[src/rtl/dma_seq_pkg.sv]
package dma_seq_pkg;

   localparam int RING_W = 4;
   localparam int SEL_W  = 3;

   typedef enum logic [1:0] {
      REG_RPTR  = 2'd0,
      REG_WPTR  = 2'd1,
      REG_COUNT = 2'd2,
      REG_CTRL  = 2'd3
   } reg_sel_e;

   typedef enum logic [2:0] {
      ST_IDLE,
      ST_RD_REQ,
      ST_RD_WAIT,
      ST_WR_REQ,
      ST_WR_WAIT
   } seq_state_e;

   // control word bit positions
   localparam int CB_SIZE  = 0;
   localparam int CB_RINC  = 2;
   localparam int CB_WINC  = 3;
   localparam int CB_RING  = 4;
   localparam int CB_RSEL  = 8;
   localparam int CB_SWAP  = 9;
   localparam int CB_PACE  = 10;
   localparam int CB_REQ   = 11;
   localparam int CB_QUIET = 14;
   localparam int CB_RERR  = 16;
   localparam int CB_WERR  = 17;
   localparam int CB_ERR   = 18;
   localparam int CB_IRQ   = 19;
   localparam int CB_BUSY  = 24;
   localparam int CB_START = 31;

   typedef struct packed {
      logic              quiet;
      logic [SEL_W-1:0]  req_sel;
      logic              pace;
      logic              swap;
      logic              ring_wr;
      logic [RING_W-1:0] ring;
      logic              winc;
      logic              rinc;
      logic [1:0]        size;
   } ctrl_t;

   function automatic ctrl_t ctrl_from_word(input logic [31:0] w);
      ctrl_t c;
      c.size    = w[CB_SIZE +: 2];
      c.rinc    = w[CB_RINC];
      c.winc    = w[CB_WINC];
      c.ring    = w[CB_RING +: RING_W];
      c.ring_wr = w[CB_RSEL];
      c.swap    = w[CB_SWAP];
      c.pace    = w[CB_PACE];
      c.req_sel = w[CB_REQ +: SEL_W];
      c.quiet   = w[CB_QUIET];
      return c;
   endfunction

   function automatic logic [31:0] ctrl_to_word(input ctrl_t c);
      logic [31:0] w;
      w = '0;
      w[CB_SIZE +: 2]      = c.size;
      w[CB_RINC]           = c.rinc;
      w[CB_WINC]           = c.winc;
      w[CB_RING +: RING_W] = c.ring;
      w[CB_RSEL]           = c.ring_wr;
      w[CB_SWAP]           = c.swap;
      w[CB_PACE]           = c.pace;
      w[CB_REQ +: SEL_W]   = c.req_sel;
      w[CB_QUIET]          = c.quiet;
      return w;
   endfunction

endpackage

[src/rtl/dma_seq_addr_step.sv]
module dma_seq_addr_step #(
   parameter int AW     = 32,
   parameter int RING_W = 4
) (
   input  logic [AW-1:0]     addr_i,
   input  logic [1:0]        size_i,
   input  logic              inc_i,
   input  logic [RING_W-1:0] ring_i,
   input  logic              wrap_i,
   output logic [AW-1:0]     next_o
);
   localparam int MAX_RING = (1 << RING_W) - 1;

   if (AW <= MAX_RING) begin : g_bad_aw
      $error("dma_seq_addr_step: AW must exceed the largest ring size");
   end

   logic [AW-1:0] step;
   logic [AW-1:0] sum;
   logic [AW-1:0] keep_mask;

   always_comb begin
      if (!inc_i)             step = '0;
      else if (size_i == 2'd0) step = AW'(1);
      else if (size_i == 2'd1) step = AW'(2);
      else                    step = AW'(4);
   end

   assign sum = addr_i + step;

   always_comb begin
      if (!wrap_i || ring_i == '0) keep_mask = '1;
      else                         keep_mask = (AW'(1) << ring_i) - AW'(1);
   end

   assign next_o = (addr_i & ~keep_mask) | (sum & keep_mask);

endmodule

[src/rtl/dma_seq_swap.sv]
module dma_seq_swap #(
   parameter int DW = 32
) (
   input  logic [DW-1:0] data_i,
   input  logic [1:0]    size_i,
   input  logic          en_i,
   output logic [DW-1:0] data_o
);
   localparam int NB = DW / 8;

   if (DW != 32) begin : g_bad_dw
      $error("dma_seq_swap: only a 32-bit data path is supported");
   end

   logic [DW-1:0] rev_word;
   logic [DW-1:0] rev_half;

   for (genvar b = 0; b < NB; b++) begin : g_rev
      assign rev_word[8*b +: 8] = data_i[8*(NB-1-b) +: 8];
   end

   assign rev_half = {data_i[DW-1:16], data_i[7:0], data_i[15:8]};

   always_comb begin
      if (!en_i || size_i == 2'd0) data_o = data_i;
      else if (size_i == 2'd1)     data_o = rev_half;
      else                         data_o = rev_word;
   end

endmodule

[src/rtl/dma_seq_pacer.sv]
module dma_seq_pacer #(
   parameter int NREQ  = 8,
   parameter int SEL_W = 3
) (
   input  logic [NREQ-1:0]  req_i,
   input  logic [SEL_W-1:0] sel_i,
   input  logic             en_i,
   output logic             go_o
);
   localparam int SLOTS = 1 << SEL_W;

   if (NREQ < 1 || NREQ > SLOTS) begin : g_bad_nreq
      $error("dma_seq_pacer: NREQ out of range for the select field");
   end

   if (NREQ == 1) begin : g_single
      logic unused_sel;
      assign unused_sel = ^sel_i;
      assign go_o = !en_i || req_i[0];
   end else begin : g_multi
      logic [SLOTS-1:0] padded;
      always_comb begin
         padded = '0;
         padded[NREQ-1:0] = req_i;
      end
      assign go_o = !en_i || padded[sel_i];
   end

endmodule

[src/rtl/dma_chan_seq.sv]
module dma_chan_seq
   import dma_seq_pkg::*;
#(
   parameter int AW    = 32,
   parameter int DW    = 32,
   parameter int CNT_W = 16,
   parameter int NREQ  = 8
) (
   input  logic            clk,
   input  logic            rst_n,
   input  logic            cfg_we,
   input  logic [1:0]      cfg_addr,
   input  logic [31:0]     cfg_wdata,
   output logic [31:0]     cfg_rdata,
   input  logic [NREQ-1:0] req_lines,
   output logic            rd_valid,
   input  logic            rd_ready,
   output logic [AW-1:0]   rd_addr,
   output logic [1:0]      rd_size,
   input  logic            rd_resp_valid,
   input  logic            rd_resp_err,
   input  logic [DW-1:0]   rd_resp_data,
   output logic            wr_valid,
   input  logic            wr_ready,
   output logic [AW-1:0]   wr_addr,
   output logic [1:0]      wr_size,
   output logic [DW-1:0]   wr_data,
   input  logic            wr_resp_valid,
   input  logic            wr_resp_err,
   output logic            busy,
   output logic            done,
   output logic            irq
);

   if (AW > 32 || AW < 16) begin : g_bad_aw
      $error("dma_chan_seq: AW must be within 16..32");
   end
   if (CNT_W > 32 || CNT_W < 1) begin : g_bad_cnt
      $error("dma_chan_seq: CNT_W must be within 1..32");
   end

   seq_state_e     state;
   ctrl_t          ctrl_q;
   logic [AW-1:0]  rd_ptr, wr_ptr, rd_next, wr_next;
   logic [CNT_W-1:0] reload, remaining;
   logic [DW-1:0]  data_q, swapped;
   logic           rd_err_q, wr_err_q, irq_q, done_q;
   logic           pace_go;

   // register decode
   logic wr_rptr, wr_wptr, wr_count, wr_ctrl, start_cmd;
   assign wr_rptr   = cfg_we && (cfg_addr == REG_RPTR);
   assign wr_wptr   = cfg_we && (cfg_addr == REG_WPTR);
   assign wr_count  = cfg_we && (cfg_addr == REG_COUNT);
   assign wr_ctrl   = cfg_we && (cfg_addr == REG_CTRL);
   assign start_cmd = wr_ctrl && cfg_wdata[CB_START] && (state == ST_IDLE);

   logic unused_wdata;
   assign unused_wdata = ^{cfg_wdata[30:20], cfg_wdata[15]};

   // sequence events
   logic finish, rd_fail, wr_fail, step_ok;
   assign finish  = (state == ST_RD_REQ) && (remaining == '0);
   assign rd_fail = (state == ST_RD_WAIT) && rd_resp_valid && rd_resp_err;
   assign wr_fail = (state == ST_WR_WAIT) && wr_resp_valid && wr_resp_err;
   assign step_ok = (state == ST_WR_WAIT) && wr_resp_valid && !wr_resp_err;

   dma_seq_addr_step #(.AW(AW), .RING_W(RING_W)) u_rd_step (
      .addr_i (rd_ptr),
      .size_i (ctrl_q.size),
      .inc_i  (ctrl_q.rinc),
      .ring_i (ctrl_q.ring),
      .wrap_i (!ctrl_q.ring_wr),
      .next_o (rd_next)
   );

   dma_seq_addr_step #(.AW(AW), .RING_W(RING_W)) u_wr_step (
      .addr_i (wr_ptr),
      .size_i (ctrl_q.size),
      .inc_i  (ctrl_q.winc),
      .ring_i (ctrl_q.ring),
      .wrap_i (ctrl_q.ring_wr),
      .next_o (wr_next)
   );

   dma_seq_swap #(.DW(DW)) u_swap (
      .data_i (rd_resp_data),
      .size_i (ctrl_q.size),
      .en_i   (ctrl_q.swap),
      .data_o (swapped)
   );

   dma_seq_pacer #(.NREQ(NREQ), .SEL_W(SEL_W)) u_pacer (
      .req_i (req_lines),
      .sel_i (ctrl_q.req_sel),
      .en_i  (ctrl_q.pace),
      .go_o  (pace_go)
   );

   // sequencer
   always_ff @(posedge clk) begin
      if (!rst_n) begin
         state     <= ST_IDLE;
         remaining <= '0;
         data_q    <= '0;
         done_q    <= 1'b0;
      end else begin
         done_q <= 1'b0;
         case (state)
            ST_IDLE: begin
               if (start_cmd) begin
                  remaining <= reload;
                  state     <= ST_RD_REQ;
               end
            end
            ST_RD_REQ: begin
               if (finish) begin
                  state  <= ST_IDLE;
                  done_q <= 1'b1;
               end else if (rd_valid && rd_ready) begin
                  state <= ST_RD_WAIT;
               end
            end
            ST_RD_WAIT: begin
               if (rd_resp_valid) begin
                  if (rd_resp_err) begin
                     state <= ST_IDLE;
                  end else begin
                     data_q <= swapped;
                     state  <= ST_WR_REQ;
                  end
               end
            end
            ST_WR_REQ: begin
               if (wr_ready) state <= ST_WR_WAIT;
            end
            ST_WR_WAIT: begin
               if (wr_resp_valid) begin
                  if (wr_resp_err) begin
                     state <= ST_IDLE;
                  end else begin
                     remaining <= remaining - 1'b1;
                     state     <= ST_RD_REQ;
                  end
               end
            end
            default: state <= ST_IDLE;
         endcase
      end
   end

   // pointers: a register write wins over the sequencer step
   always_ff @(posedge clk) begin
      if (!rst_n) begin
         rd_ptr <= '0;
         wr_ptr <= '0;
      end else begin
         if (wr_rptr)      rd_ptr <= cfg_wdata[AW-1:0];
         else if (step_ok) rd_ptr <= rd_next;
         if (wr_wptr)      wr_ptr <= cfg_wdata[AW-1:0];
         else if (step_ok) wr_ptr <= wr_next;
      end
   end

   // configuration and sticky flags
   always_ff @(posedge clk) begin
      if (!rst_n) begin
         ctrl_q   <= '0;
         reload   <= '0;
         rd_err_q <= 1'b0;
         wr_err_q <= 1'b0;
         irq_q    <= 1'b0;
      end else begin
         if (wr_count) reload <= cfg_wdata[CNT_W-1:0];
         if (wr_ctrl)  ctrl_q <= ctrl_from_word(cfg_wdata);

         if (rd_fail)                           rd_err_q <= 1'b1;
         else if (wr_ctrl && cfg_wdata[CB_RERR]) rd_err_q <= 1'b0;

         if (wr_fail)                           wr_err_q <= 1'b1;
         else if (wr_ctrl && cfg_wdata[CB_WERR]) wr_err_q <= 1'b0;

         if (finish && !ctrl_q.quiet)           irq_q <= 1'b1;
         else if (wr_ctrl && cfg_wdata[CB_IRQ])  irq_q <= 1'b0;
      end
   end

   // outputs
   assign busy     = (state != ST_IDLE);
   assign done     = done_q;
   assign irq      = irq_q;
   assign rd_valid = (state == ST_RD_REQ) && (remaining != '0) && pace_go;
   assign rd_addr  = rd_ptr;
   assign rd_size  = ctrl_q.size;
   assign wr_valid = (state == ST_WR_REQ);
   assign wr_addr  = wr_ptr;
   assign wr_size  = ctrl_q.size;
   assign wr_data  = data_q;

   always_comb begin
      cfg_rdata = '0;
      case (cfg_addr)
         REG_RPTR:  cfg_rdata[AW-1:0]    = rd_ptr;
         REG_WPTR:  cfg_rdata[AW-1:0]    = wr_ptr;
         REG_COUNT: cfg_rdata[CNT_W-1:0] = remaining;
         default: begin
            cfg_rdata           = ctrl_to_word(ctrl_q);
            cfg_rdata[CB_RERR]  = rd_err_q;
            cfg_rdata[CB_WERR]  = wr_err_q;
            cfg_rdata[CB_ERR]   = rd_err_q | wr_err_q;
            cfg_rdata[CB_IRQ]   = irq_q;
            cfg_rdata[CB_BUSY]  = busy;
         end
      endcase
   end

   // checks on the sequencer
   assert_pace_gate_R6: assert property (@(posedge clk) disable iff (!rst_n)
      (rd_valid && ctrl_q.pace) |-> pace_go);

   assert_issue_busy_R7: assert property (@(posedge clk) disable iff (!rst_n)
      (rd_valid || wr_valid) |-> busy);

   assert_done_idle_R11: assert property (@(posedge clk) disable iff (!rst_n)
      done |-> !busy);

   assert_done_pulse_R11: assert property (@(posedge clk) disable iff (!rst_n)
      done |=> !done);

   assert_count_down_R2: assert property (@(posedge clk) disable iff (!rst_n)
      (busy && $past(busy)) |-> (remaining <= $past(remaining)));

   assert_err_stops_R8: assert property (@(posedge clk) disable iff (!rst_n)
      (rd_fail || wr_fail) |=> (!busy && !done));

endmodule

[config.mk]
export PLATFORM = sky130hd
export DESIGN_NAME = dma_chan_seq
export DESIGN_NICKNAME = d
export VERILOG_FILES = /design/src/rtl/dma_seq_pkg.sv /design/src/rtl/dma_seq_addr_step.sv /design/src/rtl/dma_seq_swap.sv /design/src/rtl/dma_seq_pacer.sv /design/src/rtl/dma_chan_seq.sv
export SDC_FILE = /design/constraint.sdc
export NUM_CORES = 1
export LEC_CHECK = 0
export ABC_AREA = 1
export CORE_ASPECT_RATIO = 1.1
export CORE_MARGIN = 2
export CORE_UTILIZATION = 40
export DETAILED_ROUTE_END_ITERATION = 8
export PLACE_DENSITY = 0.64
export SKIP_LAST_GASP = 1
export SLEW_MARGIN = 15
export SYNTH_ARGS = -nofsm -noshare
export SYNTH_HDL_FRONTEND = slang
export SYNTH_SLANG_ARGS = --single-unit
export TNS_END_PERCENT = 5
[constraint.sdc]
create_clock -name clk -period 2.8 [get_ports clk]
set_input_delay 0.28 -clock clk [delete_from_list [all_inputs] [get_ports clk]]
set_output_delay 0.28 -clock clk [all_outputs]
set_load 0.05 [all_outputs]
# Yosys cells after proc, flatten, opt, wreduce, memory -nomap -nowiden
# Index checks and enable logic that the tools add are counted.
[classes]
n_addsub = 4
n_mul = 0
n_div = 0
n_lt_le_gt_ge = 1
eq_ne = 14
n_shift = 1
mux = 36
bitwise_logic = 10
n_reduce_logical = 45
[op_table]
columns = ["operator", "n"]
rows = [
  ["$mux 32", 11],
  ["$and 32x32->32", 4],
  ["$pmux 16 s3", 2],
  ["$add 32x32->32", 2],
  ["$not 32->32", 2],
  ["$or 32x32->32", 2],
  ["$mux 16", 3],
  ["$pmux 16 s2", 1],
  ["$shl 1x4->32 const A", 1],
  ["$sub 32x2->32 const B", 1],
  ["$mux 3", 7],
  ["$logic_and 1x1->1", 19],
  ["$logic_not 16->1", 1],
  ["$reduce_bool 16->1", 1],
  ["$sub 16x1->16 const B", 1],
  ["$pmux 3 s5", 1],
  ["$reduce_bool 2->1", 6],
  ["$mux 1", 9],
  ["$ne 2x2->1 const B", 4],
  ["$eq 3x2->1 const B", 2],
  ["$logic_not 1->1", 5],
  ["$reduce_and 5->1", 1],
  ["$eq 2x1->1 const B", 2],
  ["$eq 2x2->1 const B", 2],
  ["17 further kinds", 21],
]
[totals]
register_bits = 150
latch_bits = 0
ram_bits = 0
romBits = 0
inputBits = 83
wordCells = 130
memories = 0

# Longest topological paths before layout
[depth]
ltp_word = 9
mapped_depth = 17

# Cells and area by module
# Synthesis repeated with hierarchy kept, for this count alone.
[hier_totals]
hier_cells = 1958
area_unflattened_um2 = 11443.5
[modules_own_cells]
columns = ["mod", "instances", "cells_per_inst", "area_per_inst_um2"]
rows = [
  ["dma_chan_seq", 1, 1096, 7277.0],
  ["dma_seq_addr_step (u_rd_step)", 1, 337, 1629.1],
  ["dma_seq_addr_step (u_wr_step)", 1, 328, 1612.8],
  ["dma_seq_swap", 1, 180, 849.6],
  ["dma_seq_pacer", 1, 17, 75.1],
]

# Least setup slack after synthesis
# Ideal clock, no wire load.
[synth_path]
path_kind = "flip-flop to flip-flop"
start = "register ctrl_q, in the netlist rd_size[0]"
end = "register with a tool-made name"
setup_ns = 0.117
arrival_ns = 2.447
required_time_ns = 2.683
setup_slack_ns = 0.235
path_stages_with_launch = 16
path_buffers = 1
period_less_slack_ns = 2.565
path_cell_list = "dfxtp_1 > inv_1 > nor2_2 > clkinv_1 > clkbuf_1 > nor2_1 > fa_1 > nand2_1 > a21oi_1 > nand2_1 > nor2_1 > nand3_1 > nor2_1 > nand3_1 > o21ai_0 > nor2_1"
[synth_rtl]
columns = ["element", "line_no", "text"]
rows = [
  ["from (decl)", "dma_chan_seq.sv:43", "ctrl_t ctrl_q;"],
  ["from (signal assigned)", "dma_chan_seq.sv:175", "if (wr_ctrl) ctrl_q <= ctrl_from_word(cfg_wdata);"],
]

# Worst setup path after layout
[layout_path]
start = "register remaining[0]"
end = "output rd_valid"
[layout_via]
elab_chain_cells = 3
[layout_rtl]
columns = ["element", "line_no", "text"]
rows = [
  ["from (decl)", "dma_chan_seq.sv:45", "logic [CNT_W-1:0] reload, remaining;"],
  ["from (signal assigned)", "dma_chan_seq.sv:112", "remaining <= reload;"],
  ["from (signal assigned)", "dma_chan_seq.sv:142", "remaining <= remaining - 1'b1;"],
  ["$reduce_bool 16->1", "dma_chan_seq.sv:192", "assign rd_valid = (state == ST_RD_REQ) && (remaining != '0) && pace_go;"],
  ["$logic_and 1x1->1 (2 in a row)", "dma_chan_seq.sv:192", ""],
  ["to (decl)", "dma_chan_seq.sv:16", "output logic rd_valid,"],
]
# Every way passes these cells.

==> flow_summary.yaml <==
cells_and_area:
  diodes: 0
  final_core_util_pct: 54.5
  syn2layout_area_growth_pct: 34.6
  nNetsFinal: 1875
  drive_above_1_share_pct: 8.64
placed_design:
  io_buffer_count: 219
  place.gp.congestion: 0.982
  dpl_worst_slack_ns: 0.128
  place_hpwl_microns: 32300
critical_path:
  critical_path_class: "reg2out"
  cp-end-kind: "output port"
  cp.arrival_ns: 2.34
  required_ns: 2.52
  r2r-start: "rd_size[1]$_SDFFE_PN0P_"
  critPathMaxFanout: 4
  worstSetupStartpointType: "flip-flop"
  r2r_slack_ns: 0.28
  ff2ff_path_depth: 13
timing:
  fmax_ghz: 0.382
  setup_ws_ns: 0.184
  rsz0062_at_grt: "true"
  tightest_slew_ns: 0.799
  period_share_pct: 93.4
  max-slew-margin-rel_pct: 46.6
  drv_slew: 0
  hold_viol_final: 0
  finalSetupViolCount: 0
  fin_skew_ns: 0.0172
  fin_crit_ns: 2.62
power_and_ir_drop:
  seq_power_share_pct: 33.8
  p_sw_share_pct: 39.8
  leakage_nw: 5.26
  p_comb_share_pct: 33.5
  power_density_nw_per_um2: 553
  internal-power_mw: 4.41
  pwr-share-clk_pct: 32.7
  vdd_drop_max_uv: 529
  p_switching_mw: 2.91
detailed_routing:
  drt_iter0_drc: 1099
  dr_total_vias: 11700
  dr.pass1.iters: 8
  route.detailed.drc: 0
  post_drt_wl_per_cell_microns: 20.1
  viasPerCell: 5.57
  wirelength_microns: 42200
  postRouteAntennaNets: 0
synthesis:
  synth_area_leader_cell: "dfxtp_1"
  synth_top_flop_cell: "dfxtp_1"
  synth_seq_area_share_pct: 30.5
  ys_async_sr_fraction_pct: 0
  synthTopCellsByCount: "nand2_1, inv_1, nor2_1"
  synth_area_per_cell_sq_um: 6.26
  yosysMostFrequentCell: "nand2_1"
  syn_inst: 1573
  synth_edf_count: 0
  synth.area.top_cells: "dfxtp_1, nand2_1, nand3_1, a21oi_1, inv_1"
  ys_ff_latch: 150
  synth_area_sq_um: 9840
  yosysWarnings: 0
  synth_top_area_share_pct: 30.5
  synth_nets: 1668
  ys_types: 46
clock_network:
  clock-sinks: 150
  clock_latency_ns: 0.44
  path_clk_slew_ns: 0.07
  postCtsHoldBufs: 0
  post_cts_buffers: 0
  cts_root_buf: "clkbuf_16"
  cts_tree: "yes"
  numCtsBuffers: 17
  cts_buffer_depth: 2
  h-tree-depth: 4
grt:
  gr-total-overflow: 0
  grt_pass1_vias: 11000
  antenna_found_initial: 0
  grt_pass1_wl_microns: 64200
  grt_max_degree: 65
  grt_use_total_pct: 31.8
die:
  core_sq_um: 24300
  die_h_microns: 169
  placementRows: 60
  start_util_pct: 40.5
  die_w_microns: 154
  ios: 220
  dieArea_sq_um: 25900
worst_hold_path:
  holdCritPathClass: "in2reg"
  hold_depth: 4
  hold_start: "rst_n"
run_status:
  status: "finished, final reports clean"
flow_run:
  cap_violations: 0
[worst max-delay path by stage]
| stage | from | end | cells after the start | slack (ns) |
|---|---|---|---|---|
| floorplan | rd_size[0]$_SDFFE_PN0P_ | flip-flop | 15 | 0.24 |
| global placement | rd_size[1]$_SDFFE_PN0P_ | flip-flop | 14 | 0.21 |
| detailed placement | rd_size[1]$_SDFFE_PN0P_ | flip-flop | 14 | 0.13 |
| CTS | remaining[0]$_SDFFE_PN0P_ | rd_valid | 12 | 0.08 |
| global route | rd_size[1]$_SDFFE_PN0P_ | flip-flop | 15 | -0.05 |
| finish | remaining[0]$_SDFFE_PN0P_ | rd_valid | 12 | 0.18 |
[final cells by class]
cell class,instances,area (sq um)
fill,2503,11100
multi-input combinational,1150,5770
sequential,150,3000
inverter,199,747
tap,310,388
timing repair buffer,262,2750
clock inverter,13,136
clock buffer,19,453
[critical path: stages, from the launching register on]
cell and delay, ns:
dfxtp_1 0.33, inv_1 0.09, ha_1 0.17, inv_1 0.04
nor2_1 0.14, nand2_1 0.10, nor2_2 0.17, nand2_1 0.11
nor2_1 0.13, nand2_1 0.10, nand3_1 0.07, inv_1 0.04
dlygate4sd2_1 0.42
[cells in the final DEF (no fill, tap or decap), drive strengths merged, types with 2 or more instances in the layout]
master	netlist	final
a211oi	2	2
clkdlybuf4s50	0	185
fa	2	2
or2	4	4
clkbuf	44	19
dfxtp	150	150
o22ai	17	17
a221oi	4	4
xor2	31	31
nand3	153	153
o221ai	5	5
nor2	189	189
and3	2	2
o21ai	134	134
a22oi	13	13
clkinvlp	0	2
o2111ai	6	6
buf	30	76
inv	196	203
ha	10	10
clkinv	3	6
a21oi	143	143
a31oi	12	12
nand2	315	315
o211ai	33	33
nand4	37	37
nor3	32	32
[metal layers]
metal | vias to the layer above | track usage (%) | wire length, microns
li1 | 5670 | - | -
met1 | 5465 | 43.9 | 18400
met2 | 505 | 51.2 | 19400
met3 | 69 | 5.20 | 3200
met4 | 0 | 9.49 | 1120
met5 | - | 0 | 0
[cell families (layout without fill, tap and decap cells)]
logic type / Yosys count / in the layout / share of synthesized area (%)
and+or+nand+nor: 733 / 733 / 32.5
DFF: 150 / 150 / 30.5
buffers and inverters: 273 / 493 / 11.1
AOI/OAI and AO/OA: 374 / 374 / 21.5
xor gates and xnor gates: 31 / 31 / 2.76
adders and majority gates: 12 / 12 / 1.68
[power groups by stage]
stage	clock network (mW)	registers [mW]	logic [mW]
2_1_floorplan	0	2.79	1.27
3_3_place_gp	0	2.52	2.42
6_report	2.39	2.48	2.45
5_1_grt	2.49	2.50	2.65
4_1_cts	2.41	2.47	2.43
3_5_place_dp	0	2.52	2.43
[through the flow]
stage	setup TNS, ns	cell area [sq um]	power [mW]	std cells	hold WS (ns)
5_1_grt	-0.0477	13200	7.65	2103	0.476
3_3_place_gp	0	12600	4.94	2071	0.443
6_report	0	13200	7.32	2103	0.458
3_5_place_dp	0	12600	4.95	2071	0.444
2_1_floorplan	0	9840	4.05	1573	0.423
4_1_cts	0	13200	7.32	2103	0.437
[timing repair]
action                                  CTS  global route
endpoints found under the setup margin    1             8
gates resized for setup                   1             4
pin swaps                                 0             0
No activity file was read; power rests on OpenSTA's default activity.
